--- src/rtl/sdram_rd_pkg.sv ---
package sdram_rd_pkg;
  timeunit 1ns;
  timeprecision 1ps;

  // {cs_n, ras_n, cas_n, we_n}
  typedef enum logic [3:0] {
    CMD_PRE = 4'b0010,
    CMD_ACT = 4'b0011,
    CMD_RD  = 4'b0101,
    CMD_NOP = 4'b0111
  } cmd_e;

  typedef enum logic [1:0] {
    ST_IDLE,
    ST_RCD,
    ST_CL,
    ST_RAS
  } state_e;

  localparam int unsigned AP_BIT = 10;
endpackage

--- src/rtl/sdram_rd_timer.sv ---
module sdram_rd_timer #(
  parameter int unsigned CYCLES = 2
) (
  input  logic clk_i,
  input  logic rst_ni,
  input  logic load_i,
  output logic done_o
);
  timeunit 1ns;
  timeprecision 1ps;

  localparam int unsigned W = (CYCLES > 1) ? $clog2(CYCLES) : 1;

  logic [W-1:0] cnt_q;

  // load at edge e: done_o rises after edge e+CYCLES-1, so the guarded action lands on edge e+CYCLES
  always_ff @(posedge clk_i or negedge rst_ni) begin
    if (!rst_ni)              cnt_q <= '0;
    else if (load_i)          cnt_q <= W'(CYCLES - 1);
    else if (cnt_q != '0)     cnt_q <= cnt_q - 1'b1;
  end

  assign done_o = (cnt_q == '0);

  assert_timer_arms_R6: assert property (@(posedge clk_i) disable iff (!rst_ni)
    (load_i && (CYCLES > 1)) |=> !done_o);
endmodule

--- src/rtl/sdram_rd_ctrl.sv ---
module sdram_rd_ctrl
  import sdram_rd_pkg::*;
#(
  parameter int unsigned BANK_W  = 2,
  parameter int unsigned ROW_W   = 12,
  parameter int unsigned COL_W   = 8,
  parameter bit          PRE_ALL = 1'b0
) (
  input  logic              clk_i,
  input  logic              rst_ni,
  input  logic              req_valid_i,
  input  logic [BANK_W-1:0] req_bank_i,
  input  logic [ROW_W-1:0]  req_row_i,
  input  logic [COL_W-1:0]  req_col_i,
  input  logic              rcd_done_i,
  input  logic              cl_done_i,
  input  logic              ras_done_i,
  input  logic              rp_done_i,
  input  logic              rc_done_i,
  output cmd_e              cmd_o,
  output logic [BANK_W-1:0] ba_o,
  output logic [ROW_W-1:0]  addr_o,
  output logic              ld_act_o,
  output logic              ld_rd_o,
  output logic              ld_pre_o,
  output logic              cap_o,
  output logic              busy_o
);
  timeunit 1ns;
  timeprecision 1ps;

  state_e            st_q, st_d;
  logic [BANK_W-1:0] bank_q;
  logic [COL_W-1:0]  col_q;
  logic              accept;
  logic [ROW_W-1:0]  rd_addr;
  logic [ROW_W-1:0]  pre_addr;

  // column on the low bits, A10 and above low: no auto-precharge
  always_comb begin
    rd_addr = '0;
    rd_addr[COL_W-1:0] = col_q;
  end

  generate
    if (PRE_ALL) begin : g_pre_all
      assign pre_addr = ROW_W'(1) << AP_BIT;
    end else begin : g_pre_one
      assign pre_addr = '0;
    end
  endgenerate

  assign busy_o = (st_q != ST_IDLE) || !rp_done_i || !rc_done_i;
  assign accept = req_valid_i && !busy_o;

  always_ff @(posedge clk_i or negedge rst_ni) begin
    if (!rst_ni) begin
      st_q   <= ST_IDLE;
      bank_q <= '0;
      col_q  <= '0;
    end else begin
      st_q <= st_d;
      if (accept) begin
        bank_q <= req_bank_i;
        col_q  <= req_col_i;
      end
    end
  end

  always_comb begin
    st_d     = st_q;
    cmd_o    = CMD_NOP;
    ba_o     = bank_q;
    addr_o   = '0;
    ld_act_o = 1'b0;
    ld_rd_o  = 1'b0;
    ld_pre_o = 1'b0;
    cap_o    = 1'b0;
    unique case (st_q)
      ST_IDLE: if (accept) begin
        cmd_o    = CMD_ACT;
        ba_o     = req_bank_i;
        addr_o   = req_row_i;
        ld_act_o = 1'b1;
        st_d     = ST_RCD;
      end
      ST_RCD: if (rcd_done_i) begin
        cmd_o   = CMD_RD;
        addr_o  = rd_addr;
        ld_rd_o = 1'b1;
        st_d    = ST_CL;
      end
      ST_CL: if (cl_done_i) begin
        cap_o = 1'b1;
        st_d  = ST_RAS;
      end
      ST_RAS: if (ras_done_i) begin
        cmd_o    = CMD_PRE;
        addr_o   = pre_addr;
        ld_pre_o = 1'b1;
        st_d     = ST_IDLE;
      end
      default: st_d = ST_IDLE;
    endcase
  end

  assert_busy_after_accept_R7: assert property (@(posedge clk_i) disable iff (!rst_ni)
    accept |=> busy_o);
  assert_one_capture_R4: assert property (@(posedge clk_i) disable iff (!rst_ni)
    cap_o |=> !cap_o);
endmodule

--- src/rtl/sdram_rd_pins.sv ---
module sdram_rd_pins
  import sdram_rd_pkg::*;
#(
  parameter int unsigned BANK_W = 2,
  parameter int unsigned ROW_W  = 12,
  parameter int unsigned DATA_W = 16
) (
  input  logic              clk_i,
  input  logic              rst_ni,
  input  cmd_e              cmd_i,
  input  logic [BANK_W-1:0] ba_i,
  input  logic [ROW_W-1:0]  addr_i,
  input  logic              cap_i,
  input  logic [DATA_W-1:0] dq_i,
  output cmd_e              cmd_o,
  output logic [BANK_W-1:0] ba_o,
  output logic [ROW_W-1:0]  addr_o,
  output logic [DATA_W-1:0] rdata_o,
  output logic              done_o
);
  timeunit 1ns;
  timeprecision 1ps;

  always_ff @(posedge clk_i or negedge rst_ni) begin
    if (!rst_ni) begin
      cmd_o   <= CMD_NOP;
      ba_o    <= '0;
      addr_o  <= '0;
      rdata_o <= '0;
      done_o  <= 1'b0;
    end else begin
      cmd_o  <= cmd_i;
      ba_o   <= ba_i;
      addr_o <= addr_i;
      done_o <= cap_i;
      if (cap_i) rdata_o <= dq_i;
    end
  end

  assert_rdata_held_R4: assert property (@(posedge clk_i) disable iff (!rst_ni)
    !cap_i |=> $stable(rdata_o));
endmodule

--- src/rtl/sdram_rd_seq.sv ---
module sdram_rd_seq
  import sdram_rd_pkg::*;
#(
  parameter int unsigned BANK_W  = 2,
  parameter int unsigned ROW_W   = 12,
  parameter int unsigned COL_W   = 8,
  parameter int unsigned DATA_W  = 16,
  parameter int unsigned T_RCD   = 2,
  parameter int unsigned T_RP    = 2,
  parameter int unsigned T_RAS   = 6,
  parameter int unsigned T_RC    = 8,
  parameter int unsigned CAS_LAT = 2,
  parameter bit          PRE_ALL = 1'b0
) (
  input  logic                clk_i,
  input  logic                rst_ni,
  input  logic                req_valid_i,
  input  logic [BANK_W-1:0]   req_bank_i,
  input  logic [ROW_W-1:0]    req_row_i,
  input  logic [COL_W-1:0]    req_col_i,
  output logic                busy_o,
  output logic                done_o,
  output logic [DATA_W-1:0]   rdata_o,
  output logic                cke_o,
  output logic                cs_n_o,
  output logic                ras_n_o,
  output logic                cas_n_o,
  output logic                we_n_o,
  output logic [BANK_W-1:0]   ba_o,
  output logic [ROW_W-1:0]    addr_o,
  output logic [DATA_W/8-1:0] dqm_o,
  input  logic [DATA_W-1:0]   dq_i
);
  timeunit 1ns;
  timeprecision 1ps;

  localparam int unsigned AGE_MAX = T_RC + T_RAS + T_RP + CAS_LAT + T_RCD;
  localparam int unsigned AGE_W   = $clog2(AGE_MAX + 1);

  cmd_e              cmd_d, cmd_q;
  logic [BANK_W-1:0] ba_d;
  logic [ROW_W-1:0]  addr_d;
  logic ld_act, ld_rd, ld_pre, cap;
  logic rcd_done, cl_done, ras_done, rp_done, rc_done;

  sdram_rd_ctrl #(
    .BANK_W (BANK_W),
    .ROW_W  (ROW_W),
    .COL_W  (COL_W),
    .PRE_ALL(PRE_ALL)
  ) i_ctrl (
    .clk_i      (clk_i),
    .rst_ni     (rst_ni),
    .req_valid_i(req_valid_i),
    .req_bank_i (req_bank_i),
    .req_row_i  (req_row_i),
    .req_col_i  (req_col_i),
    .rcd_done_i (rcd_done),
    .cl_done_i  (cl_done),
    .ras_done_i (ras_done),
    .rp_done_i  (rp_done),
    .rc_done_i  (rc_done),
    .cmd_o      (cmd_d),
    .ba_o       (ba_d),
    .addr_o     (addr_d),
    .ld_act_o   (ld_act),
    .ld_rd_o    (ld_rd),
    .ld_pre_o   (ld_pre),
    .cap_o      (cap),
    .busy_o     (busy_o)
  );

  sdram_rd_timer #(.CYCLES(T_RCD)) i_t_rcd (
    .clk_i(clk_i), .rst_ni(rst_ni), .load_i(ld_act), .done_o(rcd_done));
  sdram_rd_timer #(.CYCLES(T_RAS)) i_t_ras (
    .clk_i(clk_i), .rst_ni(rst_ni), .load_i(ld_act), .done_o(ras_done));
  sdram_rd_timer #(.CYCLES(T_RC)) i_t_rc (
    .clk_i(clk_i), .rst_ni(rst_ni), .load_i(ld_act), .done_o(rc_done));
  // device sees READ one edge after launch, data valid CAS_LAT edges after that
  sdram_rd_timer #(.CYCLES(CAS_LAT + 1)) i_t_cl (
    .clk_i(clk_i), .rst_ni(rst_ni), .load_i(ld_rd), .done_o(cl_done));
  sdram_rd_timer #(.CYCLES(T_RP)) i_t_rp (
    .clk_i(clk_i), .rst_ni(rst_ni), .load_i(ld_pre), .done_o(rp_done));

  sdram_rd_pins #(
    .BANK_W(BANK_W),
    .ROW_W (ROW_W),
    .DATA_W(DATA_W)
  ) i_pins (
    .clk_i  (clk_i),
    .rst_ni (rst_ni),
    .cmd_i  (cmd_d),
    .ba_i   (ba_d),
    .addr_i (addr_d),
    .cap_i  (cap),
    .dq_i   (dq_i),
    .cmd_o  (cmd_q),
    .ba_o   (ba_o),
    .addr_o (addr_o),
    .rdata_o(rdata_o),
    .done_o (done_o)
  );

  assign {cs_n_o, ras_n_o, cas_n_o, we_n_o} = cmd_q;
  assign cke_o = 1'b1;
  assign dqm_o = '0;

  // edges since the last ACT / PRE appeared on the pins
  logic [AGE_W-1:0] act_age_q, pre_age_q;
  always_ff @(posedge clk_i or negedge rst_ni) begin
    if (!rst_ni) begin
      act_age_q <= AGE_W'(AGE_MAX);
      pre_age_q <= AGE_W'(AGE_MAX);
    end else begin
      if (cmd_q == CMD_ACT)                  act_age_q <= AGE_W'(1);
      else if (act_age_q < AGE_W'(AGE_MAX))  act_age_q <= act_age_q + 1'b1;
      if (cmd_q == CMD_PRE)                  pre_age_q <= AGE_W'(1);
      else if (pre_age_q < AGE_W'(AGE_MAX))  pre_age_q <= pre_age_q + 1'b1;
    end
  end

  assert_read_no_autopre_R3: assert property (@(posedge clk_i) disable iff (!rst_ni)
    (cmd_q == CMD_RD) |-> (addr_o[AP_BIT] == 1'b0));
  assert_read_after_rcd_R3: assert property (@(posedge clk_i) disable iff (!rst_ni)
    (cmd_q == CMD_RD) |-> (act_age_q == AGE_W'(T_RCD)));
  assert_done_pulse_R4: assert property (@(posedge clk_i) disable iff (!rst_ni)
    done_o |=> !done_o);
  assert_pre_after_tras_R5: assert property (@(posedge clk_i) disable iff (!rst_ni)
    (cmd_q == CMD_PRE) |-> (act_age_q >= AGE_W'(T_RAS)));
  assert_act_after_trc_R6: assert property (@(posedge clk_i) disable iff (!rst_ni)
    (cmd_q == CMD_ACT) |-> (act_age_q >= AGE_W'(T_RC)));
  assert_act_after_trp_R6: assert property (@(posedge clk_i) disable iff (!rst_ni)
    (cmd_q == CMD_ACT) |-> (pre_age_q >= AGE_W'(T_RP)));
  assert_no_act_when_busy_R7: assert property (@(posedge clk_i) disable iff (!rst_ni)
    busy_o |=> (cmd_q != CMD_ACT));
  assert_legal_cmd_R8: assert property (@(posedge clk_i) disable iff (!rst_ni)
    cmd_q inside {CMD_NOP, CMD_ACT, CMD_RD, CMD_PRE});
endmodule

--- config.mk ---
export PLATFORM = sky130hd
export DESIGN_NAME = sdram_rd_seq
export DESIGN_NICKNAME = d
export VERILOG_FILES = /design/src/rtl/sdram_rd_pkg.sv /design/src/rtl/sdram_rd_timer.sv /design/src/rtl/sdram_rd_ctrl.sv /design/src/rtl/sdram_rd_pins.sv /design/src/rtl/sdram_rd_seq.sv
export SDC_FILE = /design/constraint.sdc
export NUM_CORES = 1
export LEC_CHECK = 0
export ABC_AREA = 1
export BUFFER_PORTS_ARGS = -buffer_cell sky130_fd_sc_hd__buf_2
export CORE_MARGIN = 4
export CORE_UTILIZATION = 45
export DETAILED_ROUTE_END_ITERATION = 10
export GPL_ROUTABILITY_DRIVEN = 0
export PLACE_DENSITY = 0.75
export SYNTH_ARGS = -nofsm -noshare
export SYNTH_HDL_FRONTEND = slang
export SYNTH_HIERARCHICAL = 1
export SYNTH_SLANG_ARGS = --single-unit
--- constraint.sdc ---
create_clock -name clk_i -period 1.5 [get_ports clk_i]
set_input_delay 0.15 -clock clk_i [delete_from_list [all_inputs] [get_ports clk_i]]
set_output_delay 0.15 -clock clk_i [all_outputs]
set_load 0.02 [all_outputs]
; Word-level counts from Yosys, hierarchy flattened
; Index checks and enable logic that the tools add are counted.
[totals]
out_inout_bits = 39
reg_bits = 57
inputBits = 41
[classes]
n_mux = 32
reduce_logical = 17
eq_ne = 7
n_addsub = 5
[op_table]
columns = op, count
row1 = one-hot mux 12 bit (2 select lines), 1
row2 = two-way mux 2 bit, 9
row3 = two-way mux 3 bit, 6
row4 = two-way mux 1 bit, 12
row5 = two-way mux 12 bit, 1
row6 = one-hot mux 4 bit (3 select lines), 1
row7 = nonzero test 2 bit, 5
row8 = two-way mux 8 bit, 1
row9 = one-hot mux 2 bit (4 select lines), 1
row10 = zero test 3 bit, 2
row11 = nonzero test 3 bit, 2
row12 = subtractor 3 x 1 -> 3 bit (second input constant), 2
row13 = == test 2 bit (second input constant), 2
row14 = zero test 2 bit, 2
row15 = != test 2 x 1 -> 1 bit (second input constant), 2
row16 = != test 2 bit (second input constant), 2
row17 = AND reduction 4 bit, 1
row18 = == test 2 x 1 -> 1 bit (second input constant), 1
row19 = zero test 1 bit, 2
row20 = logical OR 1 bit, 2
row21 = subtractor 1 bit (second input constant), 2
row22 = subtractor 2 x 1 -> 2 bit (second input constant), 1
row23 = logical AND 1 bit, 1

; Depth between registers and ports, before layout
[logic_depth]
ltp_word = 8
mapped_depth = 10
depth_no_buf = 9

; By module
; Netlist, hierarchy kept.
[by_module_without_submodules]
columns = mod, area_per_inst_um2, instances, seq_area_each_um2, cells_each
row1 = sdram_rd_pins, 1123.6, 1, 879.6, 87
row2 = sdram_rd_ctrl, 842.1, 1, 300.3, 122
row3 = sdram_rd_timer at i_t_ras, 176.4, 1, 75.1, 23
row4 = sdram_rd_timer at i_t_rc, 175.2, 1, 75.1, 23
row5 = sdram_rd_timer at i_t_cl, 107.6, 1, 50.0, 14
row6 = sdram_rd_timer at i_t_rcd ..., 28.8, 2, 25.0, 2
row7 = sdram_rd_seq, 30.0, 1, 0.0, 5

; Least setup slack after synthesis
; Ideal clock, no wire load.
[synth_timing]
path_kind = flip-flop to flip-flop
startpoint = reg i_t_rc.cnt_q[0]
endpoint = reg i_t_ras.cnt_q[1]
setup_ps = 118
synth_period_minus_slack_ps = 1533
arrival_ps = 1415
path_slack_ps = -33
n_path_buf = 1
stages_incl_launch_ff = 11
path_cell_list = dfrtp_1 > inv_1 > ha_1 > nand2_2 > inv_1 > nand4_4 > inv_4 > buf_12 > inv_1 > nand4_1 > nand2_1
[synth_between]
elab_chain_len = 8
word_cells_on_any_way = 9
classes_between = mux (3) / reduce/logical (6)
[synth_lines]
columns = item, line
row1 = "start, declared", sdram_rd_timer.sv:14  ; logic [W-1:0] cnt_q;
row2 = "start signal, assigned", sdram_rd_timer.sv:19  ; else if (load_i) cnt_q <= W'(CYCLES - 1);
row3 = "start signal, assigned", sdram_rd_timer.sv:20  ; else if (cnt_q != '0) cnt_q <= cnt_q - 1'b1;
row4 = zero test 3 bit *, sdram_rd_timer.sv:23  ; assign done_o = (cnt_q == '0);
row5 = named net rc_done, sdram_rd_seq.sv:44  ; logic rcd_done, cl_done, ras_done, rp_done, rc_done;
row6 = zero test 1 bit *, sdram_rd_ctrl.sv:53  ; assign busy_o = (st_q != ST_IDLE) || !rp_done_i || !rc_done_i;
row7 = logical OR 1 bit *, sdram_rd_ctrl.sv:53
row8 = zero test 1 bit *, sdram_rd_ctrl.sv:54  ; assign accept = req_valid_i && !busy_o;
row9 = logical AND 1 bit *, sdram_rd_ctrl.sv:54
row10 = two-way mux 1 bit *, sdram_rd_ctrl.sv:80  ; ST_IDLE: if (accept) begin
row11 = two-way mux 1 bit *, sdram_rd_ctrl.sv:79  ; unique case (st_q)
row12 = named net ld_act, sdram_rd_seq.sv:43  ; logic ld_act, ld_rd, ld_pre, cap;
row13 = two-way mux 3 bit or nonzero test 2 bit (tied branches), --
row14 = "end signal, assigned", sdram_rd_timer.sv:19
row15 = "end signal, assigned", sdram_rd_timer.sv:20
row16 = "end, declared", sdram_rd_timer.sv:14
; The timed path passes the listed nets; every way through them passes the cells marked *.
; A chain may end at the register's enable or synchronous reset.

; Worst setup path after layout
[layout_timing]
startpoint = reg i_t_rc.cnt_q[0]
endpoint = out busy_o
[layout_between]
elab_chain_len = 3
[layout_lines]
columns = item, line
row1 = zero test 3 bit, sdram_rd_timer.sv:23
row2 = named net rc_done, sdram_rd_seq.sv:44
row3 = zero test 1 bit, sdram_rd_ctrl.sv:53
row4 = logical OR 1 bit, sdram_rd_ctrl.sv:53
row5 = "end, declared", sdram_rd_seq.sv:21  ; output logic busy_o,
; The timed path passes the listed nets, and every way through them passes these cells.

==> metrics.yaml <==
status: "completed"
final.setup.tns_ps: 0
htree_levels: 3
syn-instance-count: 278
p_total_mw: 6.77
final_common_cell: "nand2_1"
clockBufferDepth: 2
first_pass_iters: 4
drc: 0
crit_path_end_kind: "output port"
die_height_um: 82.7
io_buffers: 76
timing.fmax_ghz: 0.702
dpl.hpwl_mm: 3.58
layout_common_cells: "nand2_1, buf_2, dfrtp_1"
post-route-util: 0.615
synth_edf_count: 0
place_area_um2: 2970
fin_area_um2: 3240
ys.flop_type: "dfrtp_1"
p_leak_nw: 1.90
crit_path_max_fanout: 3
clkTransAtPathRegs_ps: 60
clockRootBuffer: "clkbuf_8"
die_area_um2: 6840
busiest_layer: "met2"
ir_drop_v: 0.00108
drt_iter0_markers: 109
numCtsBuffers: 9
initial_core_util: 0.477
powerDensity_nw_per_um2: 2090
grt_pass1_vias: 1921
setup_viol: 0
vias: 1955
die_w_um: 82.7
max-cap-violations: 0
yosysWarningCount: 6
syn-cell-area_um2: 2510
worstPathRequired_ps: 1350
grt_max_degree: 58
grt_first_pass_wirelength_mm: 8.04
critPathLaunchType: "flop"
clock_sinks: 57
wl_mm: 4.99
grt_antenna_before_repair: 0
grt.total_usage: 0.160
layout.nets: 422
drive_gt1_frac: 0.370
hold_path.class: "in2reg"
cts_tree: "done"
cp.arrival_ps: 1270
viasPerCell: 4.41
grt_use_met3: 0.0575
drv_slew: 0
num_rows: 26
period_share: 0.950
synth_seq_area_share: 0.569
antenna_left: 0
rsz0062_at_grt: "no"
syn_avg_cell_area_um2: 9.04
hold_violations: 0
ioPinCount: 80
grt_overflow: 0
reg2reg_slack_ps: 90
use_met2: 0.267
synth_seq_cells: 57
min_period_ps: 1420
skew_ps: 5.68
wl_per_cell_um: 11.3
n_antenna_cell: 0
use_met1: 0.182
area_growth_pct: 29.0
clk_latency_ps: 330
synth_cell_types: 22
core-area_um2: 5270
crit_type: "reg2out"
async_reset_ff_frac: 1.00
-- kinds of logic (layout without fill, tap and decap cells) --
kind of cell | Yosys count | after routing | synth area share
buffers and inverters | 42 | 136 | 0.0911
other | 3 | 4 | 0.00448
AO/OA/AOI/OAI | 3 | 3 | 0.00597
adder cells (fa/ha/maj) | 11 | 11 | 0.0548
AND/OR/NAND/NOR | 162 | 162 | 0.274
flip-flops | 57 | 57 | 0.569
-- flip-flops by register name (all words and copies together), names as in the netlist --
register,count
i_pins/rdata_o,16
i_pins/addr_o,12
i_ctrl/col_q,8
i_pins/cmd_o,4
i_t_ras/cnt_q,3
i_t_rc/cnt_q,3
i_ctrl/bank_q,2
i_ctrl/st_q,2
i_pins/ba_o,2
i_t_cl/cnt_q,2
i_pins/done_o,1
i_t_rcd/cnt_q,1
i_t_rp/cnt_q,1
-- per-stage QoR --
| stage | hold slack, ps | worst slack [ps] | std cells |
|---|---|---|---|
| after detailed placement | 177 | -10.1 | 422 |
| after CTS | 3.59 | 4.73 | 440 |
| after floorplan | -146 | 14.0 | 279 |
| after global placement | 174 | 55.1 | 422 |
| after global routing | 6.18 | 4.50 | 443 |
| final | 15.7 | 75.4 | 443 |
-- worst paths after layout --
path                                      to               from  depth (start not counted)
max in group asynchronous    i_pins/cmd_o[1]             rst_ni                          3
min                          i_ctrl/col_q[2]       req_col_i[2]                          3
max reg2reg                  i_pins/cmd_o[2]     i_ctrl/st_q[1]                          7
min reg2reg                i_pins/rdata_o[1]  i_pins/rdata_o[1]                          2
max                                   busy_o    i_t_rc/cnt_q[0]                          6
min in group asynchronous  i_pins/rdata_o[5]             rst_ni                          3
-- synthesized netlist by cell type (2+ instances only) --
cell type  number  share of area
buf_12          2          0.016
nand2_2        16          0.040
dfstp_2         3          0.031
buf_4           4          0.012
nand2_1       116           0.17
or2_2           2         0.0050
nand3_1        13          0.026
conb_1          3         0.0045
a21oi_1         2         0.0040
buf_6           2         0.0090
inv_1          28          0.042
ha_1           11          0.055
dfrtp_1        54           0.54
nor2_1         13          0.019
inv_2           2         0.0030
-- power breakdown --
group | internal (mW) | leakage [nW] | switching [mW]
logic | 1.16 | 1.10 | 1.89
registers | 2.22 | 0.713 | 0.306
clock network | 0.673 | 0.0826 | 0.528
-- routing by layer --
layer / share of wire / up-vias / wire [um]
met4: 0.016 / 0 / 78
met1: 0.43 / 879 / 2160
met5: 0 / - / 0
met2: 0.46 / 72 / 2310
met3: 0.088 / 7 / 438
li1: - / 997 / -
-- critical path: stages, from the launching register on --
cell and delay (ps):
dfrtp_1 390, inv_2 90, ha_4 150, nand2_4 60, inv_4 70, nand3_2 60, buf_6 130
-- layout make-up --
class,instances,area (um^2)
Clock buffer,14,163
Inverter,33,138
Sequential cell,57,1430
Tap cell,70,87.6
Fill cell,455,2030
Timing Repair Buffer,89,515
Multi-Input combinational cell,180,907
-- what timing repair did --
| item | in CTS | in global routing |
|---|---|---|
| hold buffers | 1 | 0 |
| pin swaps | 1 | 2 |
| endpoints found under the hold margin | 54 | 0 |
| setup buffers | 3 | 3 |
| gates resized for setup | 10 | 11 |
| endpoints found under the setup margin | 6 | 29 |
No activity file was read; power rests on OpenSTA's default activity.
